[src/rtl/tsw_conn_pkg.sv]
// Shared widths, encodings and the table entry layout for the
// connection command checker. Assumes 32 time-slots and 8 lines per port.
package tsw_conn_pkg;
    localparam int SLOT_W = 5;
    localparam int LINE_W = 3;

    typedef enum logic {
        OP_EST = 1'b0,
        OP_REL = 1'b1
    } op_e;

    typedef enum logic [1:0] {
        CT_MIN   = 2'd0,
        CT_CONST = 2'd1,
        CT_MSG   = 2'd2,
        CT_RSVD  = 2'd3
    } ctype_e;

    typedef struct packed {
        logic [SLOT_W-1:0] slot;
        logic [LINE_W-1:0] line;
    } port_t;

    typedef struct packed {
        logic   used;
        port_t  dst;
        port_t  src;
        ctype_e ctype;
    } entry_t;
endpackage

[src/rtl/tsw_conn_table.sv]
// Connection storage: ENTRIES registers written one at a time.
// Assumes the caller writes used=1 only to a free entry and used=0 only
// to an occupied one; all entries are read in parallel.
module tsw_conn_table
    import tsw_conn_pkg::*;
#(
    parameter int ENTRIES = 32,
    localparam int IDX_W = $clog2(ENTRIES)
) (
    input  logic             clk,
    input  logic             rst_n,
    input  logic             wr_en,
    input  logic [IDX_W-1:0] wr_idx,
    input  entry_t           wr_data,
    output entry_t           tbl_o [ENTRIES]
);

    entry_t tbl_q [ENTRIES];

    // Clear all entries on reset, otherwise apply the single write.
    always_ff @(posedge clk) begin
        if (!rst_n) begin
            for (int i = 0; i < ENTRIES; i++) begin
                tbl_q[i] <= '0;
            end
        end else if (wr_en) begin
            tbl_q[wr_idx] <= wr_data;
        end
    end

    assign tbl_o = tbl_q;

    // an establish only lands on a free entry.
    a_r12_est_on_free: assert property (@(posedge clk) disable iff (!rst_n)
        wr_en && wr_data.used |-> !tbl_q[wr_idx].used);

    // a release only clears an occupied entry.
    a_r3_rel_on_used: assert property (@(posedge clk) disable iff (!rst_n)
        wr_en && !wr_data.used |-> tbl_q[wr_idx].used);

endmodule

[config.mk]
export PLATFORM = sky130hd
export DESIGN_NAME = tsw_conn_table
export DESIGN_NICKNAME = d
export VERILOG_FILES = /design/src/rtl/tsw_conn_pkg.sv /design/src/rtl/tsw_conn_table.sv
export SDC_FILE = /design/constraint.sdc
export NUM_CORES = 1
export LEC_CHECK = 0
export BUFFER_PORTS_ARGS = -buffer_cell sky130_fd_sc_hd__buf_4
export CORE_AREA = 2 2 246 248
export DETAILED_ROUTE_END_ITERATION = 7
export DIE_AREA = 0 0 248 250
export PLACE_DENSITY_LB_ADDON = 0.3
export SYNTH_ARGS = -nofsm -noshare
export SYNTH_HDL_FRONTEND = slang
export SYNTH_SLANG_ARGS = --single-unit
[constraint.sdc]
create_clock -name clk -period 3.7 [get_ports clk]
set_input_delay 0.74 -clock clk [delete_from_list [all_inputs] [get_ports clk]]
set_output_delay 0.74 -clock clk [all_outputs]
set_load 0.01 [all_outputs]
==> run summary, run 1 <==
Status -> finished, final reports clean
Top cell type's share of synthesized area -> 55.4%
DRT iter0 DRCs -> 838
Fmax -> 0.493 GHz
Die H -> 250 um
CP Max Fanout -> 11
Worst vdd ir -> 0.378 mV
Initial antenna violation count -> 4
Post-Syn Instances -> 2069
Hold WC Path Type -> flip-flop to flip-flop
Max Cap Violations -> 0
Hold-fix buffers, CTS -> 0
Largest net degree at the start of global routing -> 174
Layout cells sized above 1 -> 31.1%
DRT antenna net count -> 0
Core area -> 59600 um^2
Most frequent cells in the layout -> buf_4, nand2_1, mux2i_1, dfxtp_1, clkbuf_16
All-Layer GR Usage -> 23.9%
Final max-slew violation count -> 0
Vias per cell -> 4.90
DR pass1 iterations -> 5
Total of warnings raised by yosys -> 0
Post-Synthesis Cell Area -> 22000 um^2
Worst Reg-to-Reg Cells -> 2
Reg-to-Reg Start -> tbl_o[382]
Hold depth -> 2
Vias in the first global route -> 16500
CP arrival -> 2.47 ns
CTS Buf Count -> 61
Postcts setup bufs -> 0
# fillers -> 5469
Reg area -> 12200 um^2
Placed wire-length estimate -> 51700 um
Worst Hold End -> tbl_o[53]
Die Area -> 62000 um^2
Place WS -> 1.01 ns
Crit path kind -> input port to flip-flop
Commonest non-fill, non-tap cell in the layout -> buf_4
Unrepaired setup endpoints after global routing -> no
H-tree levels -> 2
Area leader, netlist -> dfxtp_1
Setup TNS -> 0 ns
Required @ worst endpoint -> 4.14 ns
Fin nets -> 2654
Seq/Total Area, Yosys -> 55.4%
CTS tree -> done
Synth-to-Final Area Change -> 33.3%
#FFs+latches synth -> 608
Rows -> 90
Syn Nets -> 2096
Final period demand of the worst path -> 2.03 ns
Port bufs -> 634
Root Driver -> clkbuf_16
Pleak -> 14.3 nW
Post_cts resized -> 0
Total number of vias -> 17000
Routability congestion estimate -> 0.806
Critical Path End Type -> flip-flop
Final cycle utilization of the critical path -> 54.8%
R2R Setup Slk -> 2.98 ns
Worst min-delay path startpoint -> tbl_o[53]
Wirelength, routed -> 77500 um
I/O Pins -> 635
Wirelength per Cell -> 22.4 um
Least-Margin Pin Slew -> 0.976 ns
Initial Util -> 36.9%
Clock transition at the registers of the reported paths -> 0.06 ns
Syn_area_per_cell -> 10.6 um^2
Final Setup Violations -> 0
Max FFs per register -> 608
Slew HR -> 34.8%
Multi-input logic area -> 8950 um^2
Crit path launch type -> input port
Worst-skew pair later-pin latency -> 0.63 ns
CTS max path bufs -> 3
Top cells by area, synth -> dfxtp_1, mux2i_1, nand2_1
DRC viols -> 0
Worst setup margin -> 1.67 ns
Worst R2R End -> tbl_o[382]
Num Clock Sinks -> 608
Layout Skew -> 0 ns
Die W -> 248 um
First-pass GRT wire length -> 111000 um
Netlist cell types -> 23
Pwr Density -> 463 nW/um^2
GRT overflow -> 0
Final Hold Viols -> 0
-- cell usage after synthesis --
library cell and number:
and4bb_2 3, nand2_2 9, or3_1 3, nor3_1 1, buf_12 1, buf_1 3
nand2_1 628, nor2_4 12, nand4_2 1, nand3_1 3, dfxtp_1 608, nor2b_1 2
buf_6 9, nand4b_4 3, mux2i_1 608, nor2_2 1, nand2_4 3, buf_2 16
nor4b_4 1, nand2b_1 2, nand3_2 1, buf_4 30, clkbuf_1 121
-- metal layers --
| metal | track usage (%) | routed length, um | part of all wire (%) | up-vias |
|---|---|---|---|---|
| met3 | 7.42 | 6680 | 8.6 | 140 |
| met2 | 38.9 | 36100 | 47 | 636 |
| met4 | 9.53 | 2890 | 3.7 | 2 |
| met5 | 0 | 16 | 0.021 | - |
| li1 | - | - | - | 7927 |
| met1 | 29.3 | 31800 | 41 | 8248 |
-- worst max-delay path, stage by stage --
cell	delay [ns]
buf_4	0.16
and4bb_2	0.38
nand3_1	0.61
buf_4	0.43
mux2i_1	0.15
-- final cells by class --
type | count | area share (%)
clock inverter | 28 | 1.02
sequential | 608 | 41.6
multi-input combinational | 1281 | 30.6
timing repair buffer | 675 | 17.4
clock buffer | 83 | 6.02
tap | 782 | 3.34
antenna | 2 | 0.0171
-- cells by family (layout without fill, tap and decap cells) --
family                 Yosys count  count (layout)  share of synthesized area (%)
other                            0               2                              0
AND/OR/NAND/NOR                673             673                           12.8
flip-flops                     608             608                           55.4
buffers and inverters          180             786                           4.06
multiplexers                   608             608                           27.7
-- through the flow --
| step | area (um^2) | hold WS (ns) | util [%] | cells | power, W |
|---|---|---|---|---|---|
| after global routing | 29300 | 0.473 | 49.1 | 3458 | 0.0140 |
| after detailed placement | 27200 | 0.447 | 45.7 | 3346 | 0.00739 |
| after global placement | 27200 | 0.443 | 45.7 | 3346 | 0.00738 |
| after floorplan | 22000 | 0.479 | - | 2069 | 0.00709 |
| final | 29300 | 0.459 | 49.1 | 3459 | 0.0136 |
| after CTS | 29300 | 0.458 | 49.1 | 3457 | 0.0137 |
-- power breakdown --
part	leakage (nW)	switching (W)	total, W	internal, W
Sequential	4.90	0.0000273	0.00662	0.00659
Clock	1.04	0.00265	0.00632	0.00367
Combinational	8.33	0.000441	0.000615	0.000174
-- worst max path at each step --
stage | endpoint | cells past startpoint | slack (ns) | start
global route | tbl_o[546] | 4 | 1.57 | wr_idx[4]
finish | tbl_o[457] | 5 | 1.67 | wr_idx[3]
CTS | tbl_o[546] | 4 | 1.69 | wr_idx[4]
detailed placement | tbl_o[546] | 4 | 1.01 | wr_idx[4]
global placement | tbl_o[533] | 4 | 1.10 | wr_idx[4]
floorplan | tbl_o[537] | 6 | 1.66 | wr_idx[4]
No activity file was read; power rests on OpenSTA's default activity.
==> run 2, diff against run 1 <==
--- a/config.mk
+++ b/config.mk
@@ -5,10 +5,11 @@
 export SDC_FILE = /design/constraint.sdc
 export NUM_CORES = 1
 export LEC_CHECK = 0
+export ABC_AREA = 1
 export BUFFER_PORTS_ARGS = -buffer_cell sky130_fd_sc_hd__buf_4
-export CORE_AREA = 2 2 246 248
+export CORE_AREA = 2 2 245 247
 export DETAILED_ROUTE_END_ITERATION = 7
-export DIE_AREA = 0 0 248 250
+export DIE_AREA = 0 0 247 249
 export PLACE_DENSITY_LB_ADDON = 0.3
 export SYNTH_ARGS = -nofsm -noshare
 export SYNTH_HDL_FRONTEND = slang
==> constraint.sdc (replaced) <==
create_clock -name clk -period 2.06 [get_ports clk]
set_input_delay 0.412 -clock clk [delete_from_list [all_inputs] [get_ports clk]]
set_output_delay 0.412 -clock clk [all_outputs]
set_load 0.01 [all_outputs]
==> run 2 against run 1 <==
  * First-iteration DRC count is 88% higher
  * Die area is 0.80% lower
  * Critical endpoint is now tbl_o[291]
  * Synthesized area is 4.6% higher
  * Clock skew stayed put
  * Global-route usage is 2.1 points higher
  * Critical path type is now flip-flop to output pin
  * Utilization is 3.9 points higher
  * Final cell count is 37% higher
  * Routed wire length is 7.5% higher
  * Non-clock buffer count is 43 higher
  * Register-to-register slack worse by 1.6 ns
  * Synthesized cell count is 63% higher
  * Sequential share of layout area is 2.5 points lower
==> run summary, run 2 <==
Crit path kind -> flip-flop to output pin
R2R Setup Slk -> 1.43 ns (-1.55 ns)
First-pass GRT wire length -> 121000 um (+9.8%)
Port bufs -> 634 (unchanged)
Max FFs per register -> 608 (unchanged)
CTS tree -> done
Setup TNS -> 0 ns (unchanged)
Commonest non-fill, non-tap cell in the layout -> nor2_1
Worst R2R End -> tbl_o[21]
Delay-heaviest family, CP -> flip-flops
H-tree levels -> 3 (+1)
Total number of vias -> 21900 (+29%)
Post-Syn Instances -> 3371 (+63%)
Netlist cell types -> 12 (-48%)
WP buf/inv -> 1 (-1)
Num Clock Sinks -> 608 (unchanged)
DRC viols -> 0 (unchanged)
Async S/R FF share, synth -> 0% (unchanged)
Vias in the first global route -> 19200 (+16%)
Count leader, synth -> nor2_1
All-Layer GR Usage -> 26.1% (+2.1 points)
Seq/Total Area, Yosys -> 53.0% (-2.4 points)
Rows -> 89 (-1.1%)
Critical Path End Type -> output pin
Die H -> 249 um (-0.40%)
Die Area -> 61500 um^2 (-0.80%)
Required @ worst endpoint -> 1.65 ns (-2.49 ns)
CTS Buf Count -> 67 (+9.8%)
DRT antenna net count -> 0 (unchanged)
Hold WC Path Type -> input port to flip-flop
Hold-fix buffers, CTS -> 0 (unchanged)
Top cell type's share of synthesized area -> 53.0% (-2.4 points)
Die W -> 247 um (-0.40%)
Syn Nets -> 3398 (+62%)
CTS max path bufs -> 3 (unchanged)
Unrepaired setup endpoints after global routing -> no
Pwr Density -> 831 nW/um^2 (+79%)
Post_cts resized -> 0 (unchanged)
Post-Synthesis Cell Area -> 23000 um^2 (+4.6%)
Postcts setup bufs -> 0 (unchanged)
#FFs+latches synth -> 608 (unchanged)
Pleak -> 14.1 nW (-0.91%)
Initial antenna violation count -> 3 (-1)
Most frequent cells in the layout -> nor2_1, nand2_1, buf_4, dfxtp_1, nand3_1
Worst vdd ir -> 0.572 mV (+52%)
Slew HR -> 73.3% (+38 points)
Final Hold Viols -> 0 (unchanged)
Syn_area_per_cell -> 6.81 um^2 (-36%)
Wirelength per Cell -> 17.6 um (-21%)
Fmax -> 0.638 GHz
Placed wire-length estimate -> 52200 um (+0.85%)
Worst Reg-to-Reg Cells -> 2 (unchanged)
Total of warnings raised by yosys -> 0 (unchanged)
Core area -> 58700 um^2 (-1.5%)
DRT iter0 DRCs -> 1579 (+88%)
Wirelength, routed -> 83400 um (+7.5%)
Fin nets -> 3931 (+48%)
Max Cap Violations -> 0 (unchanged)
Top cells by area, synth -> dfxtp_1, nor2_1, nand2_1
Fin cells -> 4727 (+37%)
Worst path cell trace -> buf_4
Worst setup path startpoint -> tbl_o[291]
Final max-slew violation count -> 0 (unchanged)
Least-Margin Pin Slew -> 0.400 ns (-0.576 ns)
Cells after DPL -> 4608 (+38%)
DR pass1 iterations -> 5 (unchanged)
Layout cells sized above 1 -> 22.1% (-9.0 points)
Clock transition at the registers of the reported paths -> 0.06 ns (about the same)
CP arrival -> 1.15 ns (-1.32 ns)
Initial Util -> 39.1% (+2.3 points)
Status -> finished, final reports clean
Area leader, netlist -> dfxtp_1
Routability congestion estimate -> 0.820 (+1.7%)
Worst-skew pair later-pin latency -> 0.61 ns (-0.02 ns)
Crit path to -> tbl_o[291]
Critical path depth -> 1 (-4)
CP peak stage delay -> 0.39 ns (-0.22 ns)
Layout Skew -> 0 ns (unchanged)
Vias per cell -> 4.64 (-5.4%)
Final cycle utilization of the critical path -> 76.0%
I/O Pins -> 635 (unchanged)
Final period demand of the worst path -> 1.57 ns
Post-synth EDFFs -> 0 (unchanged)
Synth Flop Type -> dfxtp_1
GRT overflow -> 0 (unchanged)
Root Driver -> clkbuf_16
Final Setup Violations -> 0 (unchanged)
Largest net degree at the start of global routing -> 82 (-53%)
Reg-to-Reg Start -> tbl_o[21]
Synth cell count leaders -> nor2_1, nand2_1, dfxtp_1, nand3_1
CP Max Fanout -> 2 (-9)
Synth-to-Final Area Change -> 35.4%
Crit path launch type -> flip-flop
Slowest stage cell, crit path -> dfxtp_1
run 2: cell count changes in the layout (fill, tap and decap cells not counted), moves of 5 or more:
cell / change
nand2_1: +536
clkbuf_1: +10
buf_4: -12
inv_2: +19
inv_1: +5
nor2_4: -8
nand3_1: +82
buf_12: +55
mux2i_1: -608
clkbuf_16: +7
nor2_2: +30
clkinv_2: -11
nor2_1: +1217
nand2_2: -28
run 2: logic make-up after synthesis:
group	count (synthesis)	synth area share (%)
buf+inv	280	5.87
flops	608	53.0
simple gates	2483	41.1
run 2: layout make-up:
cell class              instances  area, um^2
flip-flops and latches        608       12200
well taps                     773         967
clock buffers                 100        1970
diodes                          2        5.00
multi-input cells            2483        9540
repair buffers                718        6110
clock inverters                17         233
inverters                      26        97.6
fillers                      5695       27600
run 2: worst min-delay path by stage:
stage / startpoint / endpoint / slack [ns] / depth (start not counted)
global placement: tbl_o[173] / tbl_o[173] / 0.46 / 2
floorplan: tbl_o[10] / tbl_o[10] / 0.51 / 2
global route: rst_n / tbl_o[90] / 0.19 / 3
CTS: rst_n / tbl_o[141] / 0.16 / 3
detailed placement: tbl_o[586] / tbl_o[586] / 0.47 / 2
finish: rst_n / tbl_o[91] / 0.19 / 3
run 2: power by group:
group,internal (W),total [W],switching (W),leakage (nW)
clock network,0.00714,0.0120,0.00488,1.08
logic,0.000625,0.00181,0.00119,8.15
registers,0.0119,0.0120,0.0000913,4.91
total,0.0197,0.0258,0.00616,14.1
run 2: tightest hold or removal path: stages:
cell	delay (ns)
buf_8	0.18
nand2_1	0.10
nor2_1	0.03
run 2: through the flow:
stage	hold slack, ns	setup slack [ns]	total power, W	instance area (um^2)	utilization [%]
5_1_grt	0.188	0.468	0.0267	31100	53.0
3_3_place_gp	0.462	0.338	0.0141	28900	49.2
6_report	0.192	0.493	0.0258	31100	53.0
4_1_cts	0.158	0.466	0.0260	31100	53.0
2_1_floorplan	0.508	0.557	0.0132	23000	-
3_5_place_dp	0.471	0.300	0.0141	28900	49.2
run 2: routing by layer:
layer	wire [um]	vias to the layer above	global-route usage (%)
met4	2700	2	9.52
met1	35200	9886	33.5
li1	-	11100	-
met5	13	-	0
met2	38700	788	42.2
met3	6770	131	6.44
==> run 3, diff against run 2 <==
==> constraint.sdc (replaced) <==
create_clock -name clk -period 1.4 [get_ports clk]
set_input_delay 0.28 -clock clk [delete_from_list [all_inputs] [get_ports clk]]
set_output_delay 0.28 -clock clk [all_outputs]
set_load 0.01 [all_outputs]
==> run 3 against run 2 <==
  * Register-to-register slack worse by 0.86 ns
  * Die area unchanged
  * Clock power up 43%
  * Utilization up 4.1 points
  * Non-clock buffer count up 57
  * Combinational power up 59%
  * Sequential cell count unchanged
  * Count of clock-buffer cells in the layout down 13
  * Via count up 1.8%
  * Final cell count up 1.2%
  * Total power up 46%
  * Largest power group unchanged
==> run summary, run 3 (same netlist as run 2, synthesis figures left out) <==
Status -> finished, final reports clean
Worst Reg-to-Reg Cells -> 4 (+2)
CTS tree -> done
Rows -> 89 (unchanged)
GRT overflow -> 0 (unchanged)
Critical path depth -> 1 (unchanged)
Clock power frac -> 45.4% (-1.1 points)
Layout cells sized above 1 -> 35.8% (+14 points)
Reg-to-Reg Start -> tbl_o[541]
Worst Hold End -> tbl_o[364]
CTS max path bufs -> 3 (unchanged)
H-tree levels -> 2 (-1)
Slew HR -> 76.5% (+3.2 points)
Final period demand of the worst path -> 1.39 ns
Vias in the first global route -> 19300 (+0.53%)
Hold WC Path Type -> input port to flip-flop
Overall power -> 0.0376 W (+46%)
Hold depth -> 5 (+2)
Worst setup path startpoint -> tbl_o[570]
Delay-heaviest family, CP -> flip-flops
Required @ worst endpoint -> 1.12 ns (-0.53 ns)
Unrepaired setup endpoints after global routing -> yes
Worst path cell trace -> buf_6
CP arrival -> 1.11 ns (-0.04 ns)
Wirelength, routed -> 84800 um (+1.7%)
Final cycle utilization of the critical path -> 99.3%
First-pass GRT wire length -> 122000 um (+0.46%)
Largest net degree at the start of global routing -> 78 (-4.9%)
I/O Pins -> 635 (unchanged)
R2R Setup Slk -> 0.57 ns (-0.86 ns)
Sequential fraction of design power -> 47.0% (+0.6 points)
Final Hold Viols -> 0 (unchanged)
Max Cap Violations -> 0 (unchanged)
All-Layer GR Usage -> 26.1% (+0.055 points)
Root Driver -> clkbuf_16
Core area -> 58700 um^2 (unchanged)
Fin nets -> 3982 (+1.3%)
Initial Util -> 39.1% (unchanged)
Most frequent cells in the layout -> nor2_1, nand2_1, dfxtp_2, buf_4, buf_6
Switching Share -> 24.0% (+0.19 points)
Pwr Density -> 1120 nW/um^2 (+35%)
Placed wire-length estimate -> 55800 um (+6.9%)
Max FFs per register -> 608 (unchanged)
Routability congestion estimate -> 0.832 (+1.6%)
Commonest non-fill, non-tap cell in the layout -> nor2_1
Synth-to-Final Area Change -> 45.8%
Port bufs -> 634 (unchanged)
Worst R2R End -> tbl_o[541]
Critical Path End Type -> output pin
DRT antenna net count -> 0 (unchanged)
WP buf/inv -> 1 (unchanged)
CP Max Fanout -> 2 (unchanged)
Worst-skew pair later-pin latency -> 0.62 ns (about the same)
Total number of vias -> 22300 (+1.8%)
Logic gate share of total power -> 7.7% (+0.7 points)
Die Area -> 61500 um^2 (unchanged)
CP peak stage delay -> 0.36 ns (-0.03 ns)
Initial antenna violation count -> 3 (unchanged)
Final max-slew violation count -> 0 (unchanged)
# fillers -> 5379 (-5.5%)
Least-Margin Pin Slew -> 0.353 ns (-0.0475 ns)
Clock transition at the registers of the reported paths -> 0.07 ns (about the same)
Worst vdd ir -> 1.02 mV (+79%)
Crit path kind -> flip-flop to output pin
Tightest hold margin -> 0.0586 ns (-0.134 ns)
Vias per cell -> 4.66 (+0.58%)
Power Internal -> 0.0286 W (+45%)
CTS Buf Count -> 61 (-9.0%)
Num Clock Sinks -> 608 (unchanged)
Worst min-delay path startpoint -> wr_data[3]
Die H -> 249 um (unchanged)
Layout Skew -> 0 ns (unchanged)
Sw Pwr -> 0.00904 W (+47%)
DRC viols -> 0 (unchanged)
Die W -> 247 um (unchanged)
Wirelength per Cell -> 17.7 um (+0.52%)
Slowest stage cell, crit path -> dfxtp_4
Final Setup Violations -> 0 (unchanged)
DRT iter0 DRCs -> 1752 (+11%)
Fmax -> 0.719 GHz
Crit path launch type -> flip-flop
DR pass1 iterations -> 5 (unchanged)
Pleak -> 15.0 nW (+5.7%)
-- run 3: per-layer routing --
layer | share of wire [%] | vias to the layer above | track usage [%]
met5 | 0 | - | 0
met4 | 3.6 | 0 | 10.1
met3 | 8.0 | 157 | 5.97
met2 | 47 | 794 | 42.1
met1 | 42 | 10100 | 33.8
li1 | - | 11200 | -
-- run 3: power groups by stage --
stage	clock network, W	registers (W)	logic, W
after CTS	0.0173	0.0177	0.00284
after global routing	0.0180	0.0177	0.00311
after global placement	0	0.0180	0.00277
after floorplan	0	0.0181	0.00129
final	0.0171	0.0177	0.00288
after detailed placement	0	0.0181	0.00279
-- run 3: final cells by class --
cell class                 count  area, um^2  area share [%]
multi-input combinational   2483        9540            28.5
tap                          773         967            2.89
timing repair buffer         775        7930            23.7
clock inverter                28         309           0.923
clock buffer                  87        1780            5.33
antenna                        4        10.0          0.0299
sequential                   608       12900            38.4
inverter                      26        97.6           0.291
-- run 3: stage by stage --
step	setup slack [ns]	cell area (um^2)	TNS, ns	util [%]	std cells
CTS	-0.0278	32500	-0.353	55.5	4765
floorplan	0.0293	23000	0	-	3371
global route	-0.0270	33500	-0.797	57.1	4782
detailed placement	-0.142	29400	-26.56	50.1	4642
finish	0.00919	33500	0	57.1	4784
global placement	-0.127	29400	-19.81	50.1	4642
-- run 3: worst max path at each step --
stage,to
3_5_place_dp,tbl_o[407]
2_1_floorplan,tbl_o[383]
4_1_cts,tbl_o[570]
6_report,tbl_o[570]
3_3_place_gp,tbl_o[407]
5_1_grt,tbl_o[570]
-- run 3: tightest hold or removal path: stages --
cell	delay, ns
buf_4	0.08
inv_2	0.09
nand2_1	0.08
nand2_1	0.04
nor2_1	0.07
-- run 3: repair_timing --
action                                 4_1_cts  5_1_grt
setup buffers                                6       15
hold buffers                                 2        0
setup endpoints to repair                  322      360
resized for setup                          475      345
endpoints found under the hold margin        2        0
